## src/rtl/uit_pkg.sv

```systemverilog
// Package: shared constants and types for the injecting UART transmitter.
// Assumes 8-bit characters; the data-length code selects 5..8 of them.
package uit_pkg;
    localparam int UIT_DW = 8;
    localparam int UIT_FW = UIT_DW + 4;   // start + data + parity + 2 stop

    localparam logic [1:0] ADDR_HOLD = 2'd0;
    localparam logic [1:0] ADDR_CTRL = 2'd1;
    localparam logic [1:0] ADDR_XON  = 2'd2;
    localparam logic [1:0] ADDR_XOFF = 2'd3;

    localparam logic [7:0] XON_RESET  = 8'h11;
    localparam logic [7:0] XOFF_RESET = 8'h13;

    typedef enum logic [1:0] {
        SRC_NONE   = 2'd0,
        SRC_FLOW   = 2'd1,
        SRC_URGENT = 2'd2,
        SRC_FIFO   = 2'd3
    } uit_src_e;
endpackage

```

## src/rtl/uit_fifo.sv

```systemverilog
// Module: byte FIFO holding normal transmit traffic.
// Assumes DEPTH >= 2; push while full and pop while empty are ignored.
module uit_fifo #(
    parameter int DEPTH = 16,
    parameter int DW    = 8,
    localparam int PW   = $clog2(DEPTH),
    localparam int CW   = $clog2(DEPTH + 1)
) (
    input  logic          clk,
    input  logic          rst_n,
    input  logic          push,
    input  logic [DW-1:0] din,
    input  logic          pop,
    output logic [DW-1:0] dout,
    output logic          empty,
    output logic          full,
    output logic [CW-1:0] count
);
    logic [DW-1:0] mem [DEPTH];
    logic [PW-1:0] wr_ptr, rd_ptr;
    logic          do_push, do_pop;

    assign empty   = (count == '0);
    assign full    = (count == CW'(DEPTH));
    assign do_push = push && !full;
    assign do_pop  = pop && !empty;
    assign dout    = mem[rd_ptr];

    // Storage write at the tail.
    always_ff @(posedge clk) begin
        if (do_push) mem[wr_ptr] <= din;
    end

    // Pointer and occupancy tracking.
    always_ff @(posedge clk) begin
        if (!rst_n) begin
            wr_ptr <= '0;
            rd_ptr <= '0;
            count  <= '0;
        end else begin
            if (do_push) wr_ptr <= (wr_ptr == PW'(DEPTH - 1)) ? '0 : wr_ptr + 1'b1;
            if (do_pop)  rd_ptr <= (rd_ptr == PW'(DEPTH - 1)) ? '0 : rd_ptr + 1'b1;
            case ({do_push, do_pop})
                2'b10:   count <= count + 1'b1;
                2'b01:   count <= count - 1'b1;
                default: count <= count;
            endcase
        end
    end
endmodule

```

## src/rtl/uit_host.sv

```systemverilog
// Module: host register decode, urgent-byte arming and the urgent slot.
// Assumes one write per strobe cycle; any write other than a re-arm
// or the holding write cancels an armed urgent send.
module uit_host
    import uit_pkg::*;
(
    input  logic        clk,
    input  logic        rst_n,
    input  logic        host_wr,
    input  logic [1:0]  host_addr,
    input  logic [7:0]  host_wdata,
    output logic        fifo_push,
    output logic [7:0]  fifo_din,
    input  logic        urg_take,
    output logic        urg_valid,
    output logic [7:0]  urg_data,
    output logic        armed,
    output logic [7:0]  xon_char,
    output logic [7:0]  xoff_char
);
    logic hold_wr;

    assign hold_wr   = host_wr && (host_addr == ADDR_HOLD);
    assign fifo_push = hold_wr && !armed;
    assign fifo_din  = host_wdata;

    // Arming state: set by control bit 0, cleared by any other write.
    always_ff @(posedge clk) begin
        if (!rst_n)       armed <= 1'b0;
        else if (host_wr) armed <= (host_addr == ADDR_CTRL) && host_wdata[0];
    end

    // Urgent slot: captured by an armed holding write, freed when loaded.
    always_ff @(posedge clk) begin
        if (!rst_n) begin
            urg_valid <= 1'b0;
            urg_data  <= '0;
        end else if (hold_wr && armed) begin
            urg_valid <= 1'b1;
            urg_data  <= host_wdata;
        end else if (urg_take) begin
            urg_valid <= 1'b0;
        end
    end

    // Flow-control character registers.
    always_ff @(posedge clk) begin
        if (!rst_n) begin
            xon_char  <= XON_RESET;
            xoff_char <= XOFF_RESET;
        end else if (host_wr) begin
            if (host_addr == ADDR_XON)  xon_char  <= host_wdata;
            if (host_addr == ADDR_XOFF) xoff_char <= host_wdata;
        end
    end
endmodule

```

## src/rtl/uit_flow.sv

```systemverilog
// Module: software flow-control state: halt flag and pending requests.
// Assumes request pulses and received strobes last one cycle each;
// a request arriving in the cycle its character is taken stays pending.
module uit_flow (
    input  logic       clk,
    input  logic       rst_n,
    input  logic       flow_en,
    input  logic       xon_any,
    input  logic       rx_valid,
    input  logic [7:0] rx_data,
    input  logic [7:0] xon_char,
    input  logic [7:0] xoff_char,
    input  logic       req_xon,
    input  logic       req_xoff,
    input  logic       take_xon,
    input  logic       take_xoff,
    output logic       halted,
    output logic       xon_pend,
    output logic       xoff_pend
);
    // Halt flag driven by received characters.
    always_ff @(posedge clk) begin
        if (!rst_n || !flow_en) begin
            halted <= 1'b0;
        end else if (rx_valid) begin
            if (rx_data == xoff_char)                   halted <= 1'b1;
            else if (xon_any || (rx_data == xon_char))  halted <= 1'b0;
        end
    end

    // Pending flags for flow-control characters to send.
    always_ff @(posedge clk) begin
        if (!rst_n) begin
            xon_pend  <= 1'b0;
            xoff_pend <= 1'b0;
        end else begin
            xon_pend  <= req_xon  || (xon_pend  && !take_xon);
            xoff_pend <= req_xoff || (xoff_pend && !take_xoff);
        end
    end
endmodule

```

## src/rtl/uit_shifter.sv

```systemverilog
// Module: frame builder and serializer.
// Assumes load arrives only while idle; line settings are captured at load.
module uit_shifter
    import uit_pkg::*;
#(
    parameter int OSR  = 16,
    localparam int SW  = (OSR > 1) ? $clog2(OSR) : 1
) (
    input  logic             clk,
    input  logic             rst_n,
    input  logic             baud_tick,
    input  logic             load,
    input  logic [UIT_DW-1:0] ld_data,
    input  logic [1:0]       data_len,
    input  logic             par_en,
    input  logic             par_even,
    input  logic             stop2,
    output logic             busy,
    output logic             txd
);
    logic [UIT_FW-1:0] frame, shreg;
    logic [3:0]        nbits, bits_left;
    logic [SW-1:0]     sub;

    // Frame assembly from data, length and parity settings.
    always_comb begin
        int  n;
        logic p;
        n     = 5 + int'(data_len);
        frame = '1;
        frame[0] = 1'b0;
        p = 1'b0;
        for (int i = 0; i < UIT_DW; i++) begin
            if (i < n) begin
                frame[1 + i] = ld_data[i];
                p = p ^ ld_data[i];
            end
        end
        if (par_en) frame[1 + n] = par_even ? p : ~p;
        nbits = 4'(1 + n + (par_en ? 1 : 0) + (stop2 ? 2 : 1));
    end

    assign txd = busy ? shreg[0] : 1'b1;

    // Bit timing and shifting.
    always_ff @(posedge clk) begin
        if (!rst_n) begin
            busy      <= 1'b0;
            shreg     <= '1;
            bits_left <= '0;
            sub       <= '0;
        end else if (load && !busy) begin
            busy      <= 1'b1;
            shreg     <= frame;
            bits_left <= nbits;
            sub       <= '0;
        end else if (busy && baud_tick) begin
            if (sub == SW'(OSR - 1)) begin
                sub       <= '0;
                shreg     <= {1'b1, shreg[UIT_FW-1:1]};
                bits_left <= bits_left - 1'b1;
                if (bits_left == 4'd1) busy <= 1'b0;
            end else begin
                sub <= sub + 1'b1;
            end
        end
    end
endmodule

```

## src/rtl/uart_tx_inject.sv

```systemverilog
// Module: top of the injecting UART transmitter; holds the load arbiter.
// Assumes baud_tick comes from an external divider at OSR per bit.
module uart_tx_inject
    import uit_pkg::*;
#(
    parameter int FIFO_DEPTH = 16,
    parameter int OSR        = 16,
    localparam int CNT_W     = $clog2(FIFO_DEPTH + 1)
) (
    input  logic       clk,
    input  logic       rst_n,
    input  logic       host_wr,
    input  logic [1:0] host_addr,
    input  logic [7:0] host_wdata,
    input  logic       tx_enable,
    input  logic [1:0] data_len,
    input  logic       parity_on,
    input  logic       parity_even,
    input  logic       stop_two,
    input  logic       baud_tick,
    input  logic       send_xon,
    input  logic       send_xoff,
    input  logic       flow_ctl_en,
    input  logic       xon_any,
    input  logic       rx_valid,
    input  logic [7:0] rx_data,
    output logic       txd,
    output logic       fifo_full,
    output logic       urgent_armed,
    output logic       flow_halted
);
    logic             fifo_push, fifo_pop, fifo_empty;
    logic [7:0]       fifo_din, fifo_dout;
    logic [CNT_W-1:0] fifo_cnt;
    logic             urg_valid, urg_take;
    logic [7:0]       urg_data, xon_char, xoff_char;
    logic             xon_pend, xoff_pend, take_xon, take_xoff;
    logic             sh_busy, ld_go;
    logic [7:0]       ld_data;
    uit_src_e         ld_src;

    uit_host u_host (
        .clk, .rst_n, .host_wr, .host_addr, .host_wdata,
        .fifo_push, .fifo_din, .urg_take, .urg_valid, .urg_data,
        .armed(urgent_armed), .xon_char, .xoff_char
    );

    uit_fifo #(.DEPTH(FIFO_DEPTH), .DW(UIT_DW)) u_fifo (
        .clk, .rst_n, .push(fifo_push), .din(fifo_din), .pop(fifo_pop),
        .dout(fifo_dout), .empty(fifo_empty), .full(fifo_full), .count(fifo_cnt)
    );

    uit_flow u_flow (
        .clk, .rst_n, .flow_en(flow_ctl_en), .xon_any, .rx_valid, .rx_data,
        .xon_char, .xoff_char, .req_xon(send_xon), .req_xoff(send_xoff),
        .take_xon, .take_xoff, .halted(flow_halted), .xon_pend, .xoff_pend
    );

    // Load arbiter: flow characters, then urgent byte, then FIFO head.
    always_comb begin
        ld_src    = SRC_NONE;
        ld_data   = fifo_dout;
        take_xon  = 1'b0;
        take_xoff = 1'b0;
        urg_take  = 1'b0;
        fifo_pop  = 1'b0;
        if (tx_enable && !sh_busy) begin
            if (xoff_pend) begin
                ld_src    = SRC_FLOW;
                ld_data   = xoff_char;
                take_xoff = 1'b1;
            end else if (xon_pend) begin
                ld_src   = SRC_FLOW;
                ld_data  = xon_char;
                take_xon = 1'b1;
            end else if (urg_valid) begin
                ld_src   = SRC_URGENT;
                ld_data  = urg_data;
                urg_take = 1'b1;
            end else if (!flow_halted && !fifo_empty) begin
                ld_src   = SRC_FIFO;
                fifo_pop = 1'b1;
            end
        end
    end

    assign ld_go = (ld_src != SRC_NONE);

    uit_shifter #(.OSR(OSR)) u_shift (
        .clk, .rst_n, .baud_tick, .load(ld_go), .ld_data,
        .data_len, .par_en(parity_on), .par_even(parity_even), .stop2(stop_two),
        .busy(sh_busy), .txd
    );
endmodule

```

## config.mk

```make
export PLATFORM = sky130hd
export DESIGN_NAME = uart_tx_inject
export DESIGN_NICKNAME = d
export VERILOG_FILES = /design/src/rtl/uit_pkg.sv /design/src/rtl/uit_fifo.sv /design/src/rtl/uit_host.sv /design/src/rtl/uit_flow.sv /design/src/rtl/uit_shifter.sv /design/src/rtl/uart_tx_inject.sv
export SDC_FILE = /design/constraint.sdc
export NUM_CORES = 1
export LEC_CHECK = 0
export BUFFER_PORTS_ARGS = -buffer_cell sky130_fd_sc_hd__buf_4
export CAP_MARGIN = 20
export CORE_ASPECT_RATIO = 1.25
export CORE_MARGIN = 2
export CORE_UTILIZATION = 55
export CTS_BUF_LIST = sky130_fd_sc_hd__clkbuf_16
export DETAILED_ROUTE_END_ITERATION = 10
export PLACE_DENSITY_LB_ADDON = 0.12
export REMOVE_ABC_BUFFERS = 1
export SETUP_SLACK_MARGIN = 0.3
export SLEW_MARGIN = 30
export SYNTH_ARGS = -nofsm -noshare
export SYNTH_HDL_FRONTEND = slang
export SYNTH_SLANG_ARGS = --single-unit
```

## constraint.sdc

```tcl
create_clock -name clk -period 2.6 [get_ports clk]
set_input_delay 0.39 -clock clk [delete_from_list [all_inputs] [get_ports clk]]
set_output_delay 0.39 -clock clk [all_outputs]
set_load 0.01 [all_outputs]
```

==> metrics.md <==
| Metric | Value |
|---|---|
| Status | complete, but fails checks |
| Violated checks | negative setup slack |
| # IOs | 37 |
| Die Wd | approximately 120 microns |
| Initial Util | 0.5654 |
| H-tree level count | 4 |
| Most used cell along the critical path | mux2i_2 |
| RSZ-0062 raised after global routing | true |
| CTS Buf Count | 17 |
| Delay of the slowest critical-path stage | 550 ps |
| Die H | 148.6 microns |
| Core area | around 0.016 sq mm |
| Worst VDD drop | 0.0004515 V |
| Max-slew headroom | 0.6024 |
| YS warnings | 0 |
| First-pass GRT wire length | 35490 microns |
| Tot Pwr | 6.830 mW |
| Port bufs | 36 |
| Final setup viols | 9 |
| CP required | between 2000 and 3000 ps |
| Clk slew on worst S/H paths | 70 ps |
| Type of origin of the critical path | flop |
| Synth area leaders | edfxtp_1 (42%), dfxtp_1 (15%), mux2i_1 (4.4%) |
| Root buffer cell | clkbuf_16 |
| Via count | 6357 |
| Clock Sinks | 195 |
| Clock Latency Late Sink | around 440 ps |
| Num rows | 52 |
| Synth-to-Final Area Change | 25.58% |
| Dpl hpwl | 15950 microns |
| Max Clk Rate | around 0.33 GHz |
| Slew @ Worst Pin | around 590 ps |
| Wirelength per Cell | about 20 microns |
| Final Cycle Share | 1.164 |
| Cell family with most CP delay | XOR/XNOR gates |
| Routed Antenna Nets | 0 |
| FFs w/ async S/R, synth | 0 |
| Critical Path Sink Type | flop |
| Via density | 5.701 |
| Yosys cell types | 66 |
| Static Leak | 4.218 nW |
| Hold slack | 174.4 ps |
| Sequential share of the synthesized area | 0.5638 |
| Setup CP Type | flop to flop |
| Final nets | 945 |
| DRT iter0 DRCs | 498 |
| Fill cell count | 1180 |
| N_diodes | 0 |
| Arrival @ worst endpoint | 3330 ps |
| EDFF count, synth | 128 |
| R2R setup slack | -430 ps |
| DRC errors left | 0 |
| Crit Path Max Fanout | 7 |
| Initial antenna violation count | 0 |
| Pwr Density | 591.4 mW/mm^2 |
| Final worst-path setup slack | -425.1 ps |
| Pre-CTS WS | -633.8 ps |
| Longest Clk Path Bufs | 2 |
| CP max-delay cell | mux4_2 |
| Global route total overflow | 0 |
| Clock skew | ~9.2 ps |
| CP cell instances | buf_12 > buf_16 > mux4_2 > mux2i_2 > mux2i_2 > o2bb2ai_2 > xnor2_1 > xnor3_1 > xnor3_2 > a311oi_2 > o21ai_1 |
| Final hold vios | 0 |
| Critical path buffers and inverters | 2 |
| Routability congestion estimate | 0.8349 |
| Largest net degree at the start of global routing | 31 |
| Die ar. | 0.01778 sq mm |
| Drt total wl | 22710 microns |
| Pre-antenna DRT Iters | 5 |
| Final-report max-slew violation count | 0 |
| Area leader, netlist | edfxtp_1 |
| Top cell type's share of synthesized area | 0.4180 |
| HP Class | input port to flop |
| Ys flop type | edfxtp_1 |
| Share of cells above drive strength 1 | 0.3003 |
| Vias in the first global route | 6586 |
| Max cap viols | 0 |
| CTS tree | built |
| Seq cells post-synth | 195 |
| Syn avg cell area | 12.46 sq um |
| Synthesized instance count | roughly 740 |
| Min Tclk post-route | about 3000 ps |
| Post-Syn Area | 0.009196 sq mm |
| GRT Util Overall | 0.2657 |
-- through the flow --
| stage | instance area, sq um | TNS [ps] | utilization | instances |
|---|---|---|---|---|
| 4_1_cts | 11420 | -1606 | 0.7024 | 1106 |
| 6_report | 11550 | -2959 | 0.7100 | 1115 |
| 5_1_grt | 11550 | -3865 | 0.7100 | 1115 |
| 2_1_floorplan | 8945 | -7009 | - | 700 |
| 3_3_place_gp | 10510 | -3867 | 0.6464 | 1064 |
| 3_5_place_dp | 10510 | -4796 | 0.6464 | 1064 |
-- worst register-to-register path, stage by stage, from the launching register on --
cell and delay, ps:
dfxtp_4 380, buf_12 110, buf_16 120, mux4_2 550
mux2i_2 210, mux2i_2 140, o2bb2ai_2 160, xnor2_1 190
xnor3_1 260, xnor3_2 480, a311oi_2 240, o21ai_1 80
-- layer usage --
layer,vias up,share of wire,global-route usage,routed length [microns]
li1,3027,-,-,-
met1,3153,0.39,0.3124,8909
met2,142,0.55,0.4926,12470
met3,35,0.035,0.04064,785
met4,0,0.024,0.09294,545
met5,-,0,0,0
-- sequential cells by signal (all words and copies together) (netlist names), named ones only --
register / count
u_fifo.mem: 128
u_fifo.rd_ptr: 4
u_flow.xon_pend: 1
u_fifo.count: 5
u_host.urg_data: 8
u_shift.shreg: 12
u_fifo.wr_ptr: 4
u_shift.busy: 1
u_host.urg_valid: 1
u_host.xon_char: 8
u_flow.halted: 1
u_shift.bits_left: 4
u_shift.sub: 4
u_host.xoff_char: 8
u_host.armed: 1
u_flow.xoff_pend: 1
-- cells by family after synthesis --
family                   Yosys count  share of synthesized area
flip-flops                       195                     0.5638
adder cells (fa/ha/maj)           26                    0.03782
multiplexers                      66                     0.1019
AND/OR/NAND/NOR                  215                     0.1203
AO/OA/AOI/OAI                    142                     0.1049
buffers and inverters             61                    0.03673
XOR/XNOR                          33                    0.03456
-- report_power, final --
part           switching [mW]  leakage [nW]  internal (mW)
Sequential             0.0421          1.70           3.35
Clock                    1.21         0.290           1.44
Combinational           0.406          2.23          0.383
Total                    1.66          4.22           5.17
-- synthesized netlist by cell type, types with 4 or more instances --
cell type and number:
edfxtp_1 128, nand2_1 74, dfxtp_1 67, mux2i_1 40, a21oi_1 31, nor2b_1 24, ha_1 23, inv_1 23
nor2_1 23, nand3_1 21, and2_1 20, o21ai_0 20, xnor2_1 20, a21boi_0 17, clkbuf_1 15, mux4_2 15
buf_4 13, o211ai_1 11, xor2_1 11, nand2b_1 9, a31oi_1 8, a211oi_1 7, nor3_1 7, a22oi_1 6
and3_1 6, mux2_2 6, o21ai_1 6, or3_1 6, mux4_1 5, nand3b_1 5, nor3b_1 5, a21o_1 4
buf_2 4, o21a_1 4
-- path summary, 6_finish.rpt --
kind	startpoint	to	cells past startpoint
max	flop	u_shift.shreg[5]	11
min	send_xon	u_flow.xon_pend	2
max reg2reg	flop	u_shift.shreg[5]	11
min reg2reg	u_host.urg_data[6]	u_host.urg_data[6]	2
-- final cells by class --
type / count / area (sq um) / share of cell area
repair buffers: 167 / 1508 / 0.1306
clock inverters: 15 / 170.2 / 0.01473
well taps: 216 / 270.3 / 0.02340
inverters: 23 / 88.84 / 0.007692
clock buffers: 17 / 425.4 / 0.03684
flip-flops and latches: 195 / 5191 / 0.4495
multi-input cells: 482 / 3895 / 0.3373
-- cells in the final DEF, fill, tap and decap left out, types with 6 or more instances in the layout --
master / count
a21boi_0: 16
a21oi_1: 29
a31oi_1: 8
and2_1: 20
and3_1: 6
buf_12: 16
buf_4: 143
clkbuf_16: 17
dfxtp_1: 64
edfxtp_1: 128
ha_1: 20
inv_1: 20
mux2i_1: 35
mux4_2: 17
nand2_1: 73
nand2b_1: 8
nand3_1: 20
nor2_1: 22
nor2b_1: 24
o211ai_1: 11
o21ai_0: 14
o21ai_1: 10
or3_1: 6
xnor2_1: 20
xor2_1: 11
-- timing repair --
| action | in CTS | in global routing |
|---|---|---|
| endpoints found under the setup margin | 42 | 81 |
| cloned | 1 | 1 |
| hold buffers | 0 | 0 |
| setup buffers | 9 | 8 |
| pin swaps | 26 | 9 |
| gates resized for setup | 54 | 22 |
Power figures use the tool's default switching activity.
